`config.mk`:
```
export PLATFORM = sky130hd
export DESIGN_NAME = dma_tx_rules
export DESIGN_NICKNAME = d
export VERILOG_FILES = /design/src/rtl/dma_err_pkg.sv /design/src/rtl/dma_tx_rules.sv
export SDC_FILE = /design/constraint.sdc
export NUM_CORES = 1
export LEC_CHECK = 0
export BUFFER_PORTS_ARGS = -buffer_cell sky130_fd_sc_hd__buf_2
export CAP_MARGIN = 20
export CORE_MARGIN = 2
export CORE_UTILIZATION = 54
export DETAILED_ROUTE_END_ITERATION = 10
export PLACE_DENSITY_LB_ADDON = 0.3
export SLEW_MARGIN = 20
export SYNTH_ARGS = -nofsm -noshare
export SYNTH_HDL_FRONTEND = slang
export SYNTH_SLANG_ARGS = --single-unit
```
`constraint.sdc`:
```
create_clock -name clk -period 7.5 [get_ports clk]
set_clock_uncertainty 0.2 [all_clocks]
set_input_delay 1.5 -clock clk [delete_from_list [all_inputs] [get_ports clk]]
set_output_delay 1.5 -clock clk [all_outputs]
set_load 0.02 [all_outputs]
```
`src/rtl/dma_err_pkg.sv`:
```
// Package: shared error codes for the descriptor host error checker.
// Assumes codes are 4 bits wide; 0 means no error, and lower codes win.
package dma_err_pkg;
    localparam int CODE_W = 4;

    typedef enum logic [CODE_W-1:0] {
        E_NONE         = 4'd0,
        E_TX_SOP       = 4'd1,
        E_TX_OWN       = 4'd2,
        E_TX_NEXT_ZERO = 4'd3,
        E_TX_PTR_ZERO  = 4'd4,
        E_TX_LEN_ZERO  = 4'd5,
        E_TX_PKT_LEN   = 4'd6,
        E_RX_OWN       = 4'd8,
        E_RX_PTR_ZERO  = 4'd9,
        E_RX_LEN_MID   = 4'd10,
        E_RX_OFFSET    = 4'd11
    } err_code_e;
endpackage

```
`src/rtl/dma_tx_rules.sv`:
```
// Transmit rule set: checks one descriptor per valid cycle and tracks the
// open packet (open flag, running length sum, expected length).
// Assumes the caller gates desc_fire to transmit descriptors only.
module dma_tx_rules
    import dma_err_pkg::*;
#(
    parameter int AW = 32,
    parameter int LW = 16
) (
    input  logic          clk,
    input  logic          rst_n,
    input  logic          desc_fire,
    input  logic          own,
    input  logic          sop,
    input  logic          eop,
    input  logic [AW-1:0] next_ptr,
    input  logic [AW-1:0] buf_ptr,
    input  logic [LW-1:0] buf_len,
    input  logic [LW-1:0] pkt_len,
    output err_code_e     code
);
    localparam int ACC_W = LW + 8;

    logic             in_pkt;
    logic [ACC_W-1:0] acc_len;
    logic [LW-1:0]    exp_len;
    logic [ACC_W-1:0] sum_len;
    logic [LW-1:0]    want_len;

    // Running total including this descriptor; a start flag restarts it.
    always_comb begin
        sum_len  = (sop ? '0 : acc_len) + ACC_W'(buf_len);
        want_len = sop ? pkt_len : exp_len;
    end

    // Rule evaluation, lowest code first.
    always_comb begin
        code = E_NONE;
        if (sop == in_pkt)
            code = E_TX_SOP;
        else if (sop && !own)
            code = E_TX_OWN;
        else if (!eop && next_ptr == '0)
            code = E_TX_NEXT_ZERO;
        else if (buf_ptr == '0)
            code = E_TX_PTR_ZERO;
        else if (buf_len == '0)
            code = E_TX_LEN_ZERO;
        else if (eop && sum_len != ACC_W'(want_len))
            code = E_TX_PKT_LEN;
    end

    // Packet tracking state, advanced on each transmit descriptor.
    always_ff @(posedge clk) begin
        if (!rst_n) begin
            in_pkt  <= 1'b0;
            acc_len <= '0;
            exp_len <= '0;
        end else if (desc_fire) begin
            in_pkt  <= !eop;
            acc_len <= eop ? '0 : sum_len;
            if (sop)
                exp_len <= pkt_len;
        end
    end
endmodule

```
==> impl_results.md, run 1 <==
* DIE HEIGHT at roughly 90 um
* #FFs+latches synth at 41
* Clock tree from TritonCTS: built
* Fraction of layout instances using a drive strength above 1 at 0.218
* Most Frequent Cell on Critical Path: buf_2
* Antenna Violating Nets Remaining at 0
* VDD IR-drop max at 0.0712 mV
* Number of DRC violations after detailed routing at 0
* Drt via density at 6.07
* Fraction of the yosys area taken by sequential cells at 0.218
* Detailed placer's ending HPWL at 8480 um
* Wirelength, routed at ~11,000 um
* Outcome: finished clean
* Via count of the first global-routing pass at 3,722
* Synth top area share at 0.218
* Total of fill cells in the finished design at 609
* Largest fanout on the critical path at 17
* Finished layout cell area at around 0.0044 mm2
* Cell with the most instances after synthesis: nand2_1
* Minimum clock period after layout at 6.54 ns
* Critical path's slowest cell: fa_1
* Class of the most critical hold timing path: flop to flop
* Unrepaired setup endpoints after global routing: false
* Max-cap violations at 0
* IO Count at 106
* Endpoint kind of the worst setup timing path: output pin
* Number of setup buffers added after CTS at 0
* Sum of negative setup slack at 0 ns
* Number of hold-slack violations in the final timing report at 0
* DR WL/cell at 16.5 um
* Overall track demand over capacity in global routing at 0.291
* Root Buffer Master: clkbuf_8
* Initial standard-cell utilization of the core at 0.557
* Die Area at 0.00766 mm2
* Leakage dissipation at around 1.9 nW
* Total area of multi-input combinational cells at 0.00278 mm2
* Most common flop cell mapped by yosys: dfxtp_1
* Clock transition at path regs at ~0.090 ns
* Combined flip-flop and latch cell area at 821 um2
* Number of warnings issued by yosys at 0
* Register-to-register setup slack at 4.32 ns
* Category of the critical setup timing path: primary input to output pin
* Number of distinct standard cells referenced by the synthesized netlist at 67
* Delay of the slowest cell on the worst path at 0.40 ns
* Library cell with the largest summed area after synthesis: dfxtp_1
* Core Util, Final at 0.651
* Count of TritonRoute iterations in the first routing pass at 5
* Synthesized instance count at 493
* Std-Cell Core Area at about 0.0068 mm2
* DRC violation total after the first TritonRoute iteration at 242
* Placed Area at 0.00428 mm2
* Crit path launch: sop
* Pwr dens at around 130 mW/mm2
* Ranking of synthesized cells by area: dfxtp_1 (22%), nor2b_1 (5.8%), nand2_1 (5.8%), ha_1 (5.3%), xnor2_1 (5.1%)
* Syn avg cell area at 7.64 um2
* Design Power at 591 uW
* CP cell instances: buf_2 -> nor2_1 -> ha_1 -> inv_1 -> fa_1 -> nor2b_1 -> o221a_4 -> a31o_4 -> mux2_4 -> a222oi_1 -> nand4_1 -> nor4_1 -> a31oi_1 -> a22o_1 -> buf_2
* Post-synth EDFFs at 0
* Cell row count at 30
* Number of buffer cells added on primary ports at 104
* Clock network latency to the later pin of the worst-skew pair at 0.31 ns
* Maximum buffer depth of the clock tree at 2
* Setup Viol. Count Final at 0
* Count of pins over their slew limit at 0
* Number of sinks on the clock net at 41
* GP Congestion at 0.971
* Fmax at 0.153 GHz
* Number of levels the H-tree was split into at 2
* Mapped Nets at 612
* Synth top cells by count: nand2_1 (58), dfxtp_1 (41), nor2_1 (38)
* Via Count at around 4,000
* Crit path launch type: primary input
* Share of flip-flops with an asynchronous set or reset after synthesis at 0
* Worst hold path startpoint: exp_len[8]$_SDFFE_PN0P_
* Ant diodes at 0
* Startpoint of the worst register-to-register path: acc_len[0]$_SDFFE_PN0P_
* Normalized max-slew margin at 0.293
* CP Data Arrival Time at 4.84 ns
* Final net count at 695
* Endpoint required time on the critical path at 5.80 ns
* Transition at the pin with the smallest max-transition slack at 1.06 ns
* Worst hold margin at ~0.27 ns
* Period utilisation layout at 0.872
* Count of cells resized by post-cts repair at 0
* Initial antenna violation count at 0
* Grt total ovfl at 0
* Synth Cell Area at approximately 0.0038 mm2
* CP top delay family: compound AO/OA/AOI/OAI gates
* Area added between synthesis and finish at 16.7%
* Number of buffers created by CTS at 5
* Maximum number of pins on one net before global-route repair at 42
* Width of the chip at 87.5 um
* Number of buffers inserted by hold repair at cts at 0
* Wire length of the first global-routing pass at 17,700 um
* Buffers plus inverters on the worst setup path at 3
[metal layers]
layer  GRT usage  share of wire  vias to the layer above
li1            -              -                     1950
met1       0.387           0.45                     1842
met2       0.501           0.47                      172
met3      0.0303          0.057                       22
met4      0.0769          0.018                        0
met5           0              0                        -
[report_power, final]
part           internal (mW)  switching, mW
Clock                  0.100         0.0907
Sequential             0.226        0.00411
Combinational         0.0780         0.0924
[tightest hold or removal path, cell delays in order, from the launching register on]
cell      delay, ns
dfxtp_1        0.32
nand2_1        0.05
a21boi_0       0.06
[placed cells by master, fill, tap and decap left out, drive strengths merged, types with 6 or more instances in the layout]
cell type  count
nor2          38
mux2i         14
nor4          26
a21boi        18
nor2b         35
o21ai         13
and2          11
nand2b         6
xor2          10
inv           12
nand4         13
ha            16
nand3         10
buf          106
a22oi         11
dfxtp         41
nand2         58
xnor2         22
a21oi         26
[final cells by class]
type | instances | share of cell area
Inverter | 12 | 0.0102
Multi-Input combinational cell | 410 | 0.633
Sequential cell | 41 | 0.187
Clock buffer | 5 | 0.0157
Timing Repair Buffer | 106 | 0.122
Tap cell | 80 | 0.0228
Clock inverter | 3 | 0.00996
[per-stage QoR]
stage | setup slack [ns] | instances
3_5_place_dp | 0.981 | 649
2_1_floorplan | 0.473 | 493
4_1_cts | 0.961 | 657
3_3_place_gp | 1.02 | 649
6_report | 0.960 | 657
5_1_grt | 0.632 | 657
[final timing paths]
check	end	cells past startpoint
max	code[1]	15
max reg2reg	acc_len[22]$_SDFFE_PN0P_	14
min reg2reg	exp_len[8]$_SDFFE_PN0P_	2
min	exp_len[8]$_SDFFE_PN0P_	2
[registers in the layout, indices dropped and copies added, names as in the netlist]
| register | count |
|---|---|
| exp_len | 16 |
| acc_len | 24 |
| in_pkt | 1 |
[cells by family (layout without fill, tap and decap cells)]
group                    Yosys count  in the layout  share of synthesized area
AND/OR/NAND/NOR                  217            217                      0.295
flip-flops                        41             41                      0.218
XOR/XNOR                          37             37                      0.104
other                              1              1                   0.000996
multiplexers                      19             19                     0.0532
AO/OA/AOI/OAI                    119            119                      0.226
buffers and inverters             42            126                     0.0442
adder cells (fa/ha/maj)           17             17                     0.0585
(Power assumes the default switching activity.)
==> inputs of run 2 (changes only) <==
--- a/config.mk
+++ b/config.mk
@@ -7,10 +7,12 @@
 export LEC_CHECK = 0
 export BUFFER_PORTS_ARGS = -buffer_cell sky130_fd_sc_hd__buf_2
 export CAP_MARGIN = 20
+export CORE_ASPECT_RATIO = 0.8
 export CORE_MARGIN = 2
 export CORE_UTILIZATION = 54
 export DETAILED_ROUTE_END_ITERATION = 10
 export PLACE_DENSITY_LB_ADDON = 0.3
+export RECOVER_POWER = 50
 export SLEW_MARGIN = 20
 export SYNTH_ARGS = -nofsm -noshare
 export SYNTH_HDL_FRONTEND = slang
==> run 2 against run 1 <==
Net effect:
- the flow now finishes with violations (capacitance limit)
- power increased by 5.1%
- sequential power hardly changed
- setup slack worse by 0.30 ns
- clock-buffer cell count stayed put
- die area about the same
- final cell count rose by 1.2%
- clock power up 15%
- utilization down 0.35 points
- flip-flop and latch count is the same
- critical endpoint unchanged
- largest cell class unchanged
- largest power group unchanged
- highest routed layer unchanged
==> impl_results.md, run 2 (synthesis results as in run 1) <==
* CP cell instances: buf_2 -> nor2_1 -> ha_1 -> inv_1 -> fa_1 -> nor2b_1 -> o221a_1 -> a31o_4 -> mux2_4 -> a222oi_1 -> nand4_1 -> nor4_1 -> a31oi_1 -> a22o_1 -> buf_2
* Number of sinks on the clock net at 41 (unchanged)
* Setup Viol. Count Final at 0 (unchanged)
* # placed instances at 657 (+1.2%)
* Most frequent standard cell in the layout excluding fill and tap cells: buf_2
* Area added between synthesis and finish at 17.2%
* Largest registers: acc_len (24), exp_len (16), in_pkt (1)
* Number of hold-slack violations in the final timing report at 0 (unchanged)
* Number of buffers created by CTS at 5 (unchanged)
* Most Frequent Cell on Critical Path: buf_2
* Initial standard-cell utilization of the core at 0.552 (-0.00552)
* Destination of the worst register-to-register timing path: acc_len[20]$_SDFFE_PN0P_
* Normalized max-slew margin at 0.00500 (-0.288)
* Worst hold path startpoint: exp_len[8]$_SDFFE_PN0P_
* Design Power at 621 uW (+5.1%)
* Detailed placer's ending HPWL at 8910 um (+5.1%)
* Number of DRC violations after detailed routing at 0 (unchanged)
* Hold-critical path endpoint: exp_len[8]$_SDFFE_PN0P_
* Delay of the slowest cell on the worst path at 0.41 ns (about the same)
* Count of pins over their slew limit at 0 (unchanged)
* Die Area at 0.00766 mm2 (about the same)
* Cell row count at 27 (-10%)
* Ant diodes at 0 (unchanged)
* Via count of the first global-routing pass at 3,839 (+3.1%)
* Reg with most FFs: acc_len
* Clock tree from TritonCTS: built
* Drt via density at 5.98 (-1.4%)
* Width of the chip at 97.4 um (+11%)
* CP Data Arrival Time at 5.14 ns (+0.30 ns)
* Register-to-register setup slack at 4.22 ns (-0.10 ns)
* Final net count at 696 (+0.14%)
* Period utilisation layout at 0.911 (+0.0395)
* Endpoint required time on the critical path at 5.80 ns (about the same)
* Number of buffers inserted by hold repair at cts at 0 (unchanged)
* Class of the most critical hold timing path: flop to flop
* Clock network latency to the later pin of the worst-skew pair at 0.31 ns (about the same)
* Internal power summed over all cells at 436 uW (+8.0%)
* Antenna Violating Nets Remaining at 0 (unchanged)
* Buffers plus inverters on the worst setup path at 3 (unchanged)
* Wire length of the first global-routing pass at 18,500 um (+5.0%)
* Violated checks: capacitance limit
* Number of levels the H-tree was split into at 2 (unchanged)
* DR WL/cell at 17.0 um (+2.9%)
* Sum of negative setup slack at 0 ns (unchanged)
* Flip-flop count of the largest register, all copies and words added at 24 (unchanged)
* Max-cap violations at 1 (+1)
* Startpoint of the worst register-to-register path: acc_len[0]$_SDFFE_PN0P_
* Via Count at 3,980 (-0.15%)
* Overall track demand over capacity in global routing at 0.303 (+0.0119)
* Clock transition at path regs at 0.09 ns (about the same)
* VDD IR-drop max at 0.0770 mV (+8.2%)
* Wirelength, routed at 11,300 um (+4.2%)
* Transition at the pin with the smallest max-transition slack at 1.49 ns (+0.437 ns)
* Largest fanout on the critical path at 23 (+6)
* Unrepaired setup endpoints after global routing: false
* DRC violation total after the first TritonRoute iteration at 327 (+35%)
* Worst Hold Path Cells at 2 (unchanged)
* Leakage dissipation at 1.87 nW (-0.49%)
* Number of buffer cells added on primary ports at 104 (unchanged)
* DIE HEIGHT at 78.7 um (-10%)
* Maximum number of pins on one net before global-route repair at 42 (unchanged)
* Count of cells resized by post-cts repair at 0 (unchanged)
* IO Count at 106 (unchanged)
* Endpoint kind of the worst setup timing path: output pin
* Logic pwr share at 0.276 (-0.012)
* GP Congestion at 0.968 (-0.32%)
* Count of TritonRoute iterations in the first routing pass at 5 (unchanged)
* Switching power share of the total at 0.298 (-0.0189)
* CP top delay family: compound AO/OA/AOI/OAI gates
* Initial antenna violation count at 0 (unchanged)
* Outcome: finished with violations
* Sw power at 185 uW (-1.1%)
* Pwr dens at 141 mW/mm2 (+4.7%)
* Grt total ovfl at 0 (unchanged)
* Std-Cell Core Area at 0.00682 mm2 (+1.0%)
* Maximum buffer depth of the clock tree at 2 (unchanged)
* Number of setup buffers added after CTS at 0 (unchanged)
* Root Buffer Master: clkbuf_8
* Clk pwr share at 0.354 (+0.031)
* Top library cells by usage in the layout, fill and taps aside: buf_2 (102), nand2_1 (58), dfxtp_1 (41)
* Crit path launch type: primary input
* Non-filler cells in the finished layout at 665 (+1.2%)
* Worst Reg2Reg Path Length in Cells at 13 (-1)
* Minimum clock period after layout at 6.84 ns (+0.296 ns)
* Category of the critical setup timing path: primary input to output pin
* Seq pwr share at 0.370 (-0.019)
* Crit path launch: sop
* Fmax at 0.146 GHz (-4.3%)
* Fraction of layout instances using a drive strength above 1 at 0.211 (-0.00730)
* Critical path's slowest cell: nor4_1
* Worst hold margin at 0.277 ns (+0.00591 ns)
[run 2: cell types whose count changed in the layout (fill, tap and decap cells not counted)]
cell	delta
nor2_2	-1
and2_0	+1
o221a_1	+1
bufinv_16	+1
buf_2	-2
and2_1	-1
clkbuf_1	+3
inv_6	-1
nor2_1	+1
o221a_4	-1
[run 2: worst max-delay path by stage]
stage | end | slack, ns | cells after the start
6_report | code[1] | 0.66 | 15
2_1_floorplan | code[1] | 0.47 | 18
4_1_cts | code[1] | 0.79 | 15
3_3_place_gp | code[1] | 0.87 | 15
5_1_grt | code[1] | 0.37 | 15
3_5_place_dp | code[1] | 0.80 | 15
[run 2: final cells by class]
type | instances | area [um2]
Clock buffer | 5 | 68.8
Tap cell | 87 | 109
Inverter | 12 | 45.0
Multi-Input combinational cell | 410 | 2770
Timing Repair Buffer | 107 | 537
Fill cell | 631 | 2410
Clock inverter | 3 | 65.1
Sequential cell | 41 | 821
[run 2: power by group through the flow]
stage / Sequential [mW] / Clock, mW / Combinational [mW]
after global routing: 0.231 / 0.231 / 0.189
after detailed placement: 0.235 / 0 / 0.170
final: 0.230 / 0.220 / 0.171
after global placement: 0.235 / 0 / 0.168
after floorplan: 0.234 / 0 / 0.111
after CTS: 0.230 / 0.223 / 0.170
[run 2: worst reg2reg max path: stages (launching register included)]
cell     delay (ns)
dfxtp_1        0.32
inv_1          0.05
nor2_1         0.10
ha_1           0.18
inv_1          0.05
fa_1           0.40
nor2b_1        0.17
o221a_1        0.40
a31o_4         0.27
o21ai_0        0.14
or3b_2         0.50
xnor2_1        0.19
a22oi_1        0.09
nor2b_1        0.15
[run 2: metrics by stage]
stage	utilization	setup slack (ns)	instance area (um2)
after floorplan	-	0.473	3770
after global placement	0.630	0.872	4300
after detailed placement	0.630	0.797	4300
after CTS	0.649	0.788	4430
after global routing	0.647	0.372	4420
final	0.647	0.664	4420
[run 2: routing by layer]
layer | track usage | share of wire | vias to the layer above
li1 | - | - | 1951
met1 | 0.417 | 0.46 | 1828
met2 | 0.474 | 0.44 | 178
met3 | 0.0634 | 0.083 | 23
met4 | 0.104 | 0.020 | 0
met5 | 0 | 0 | -
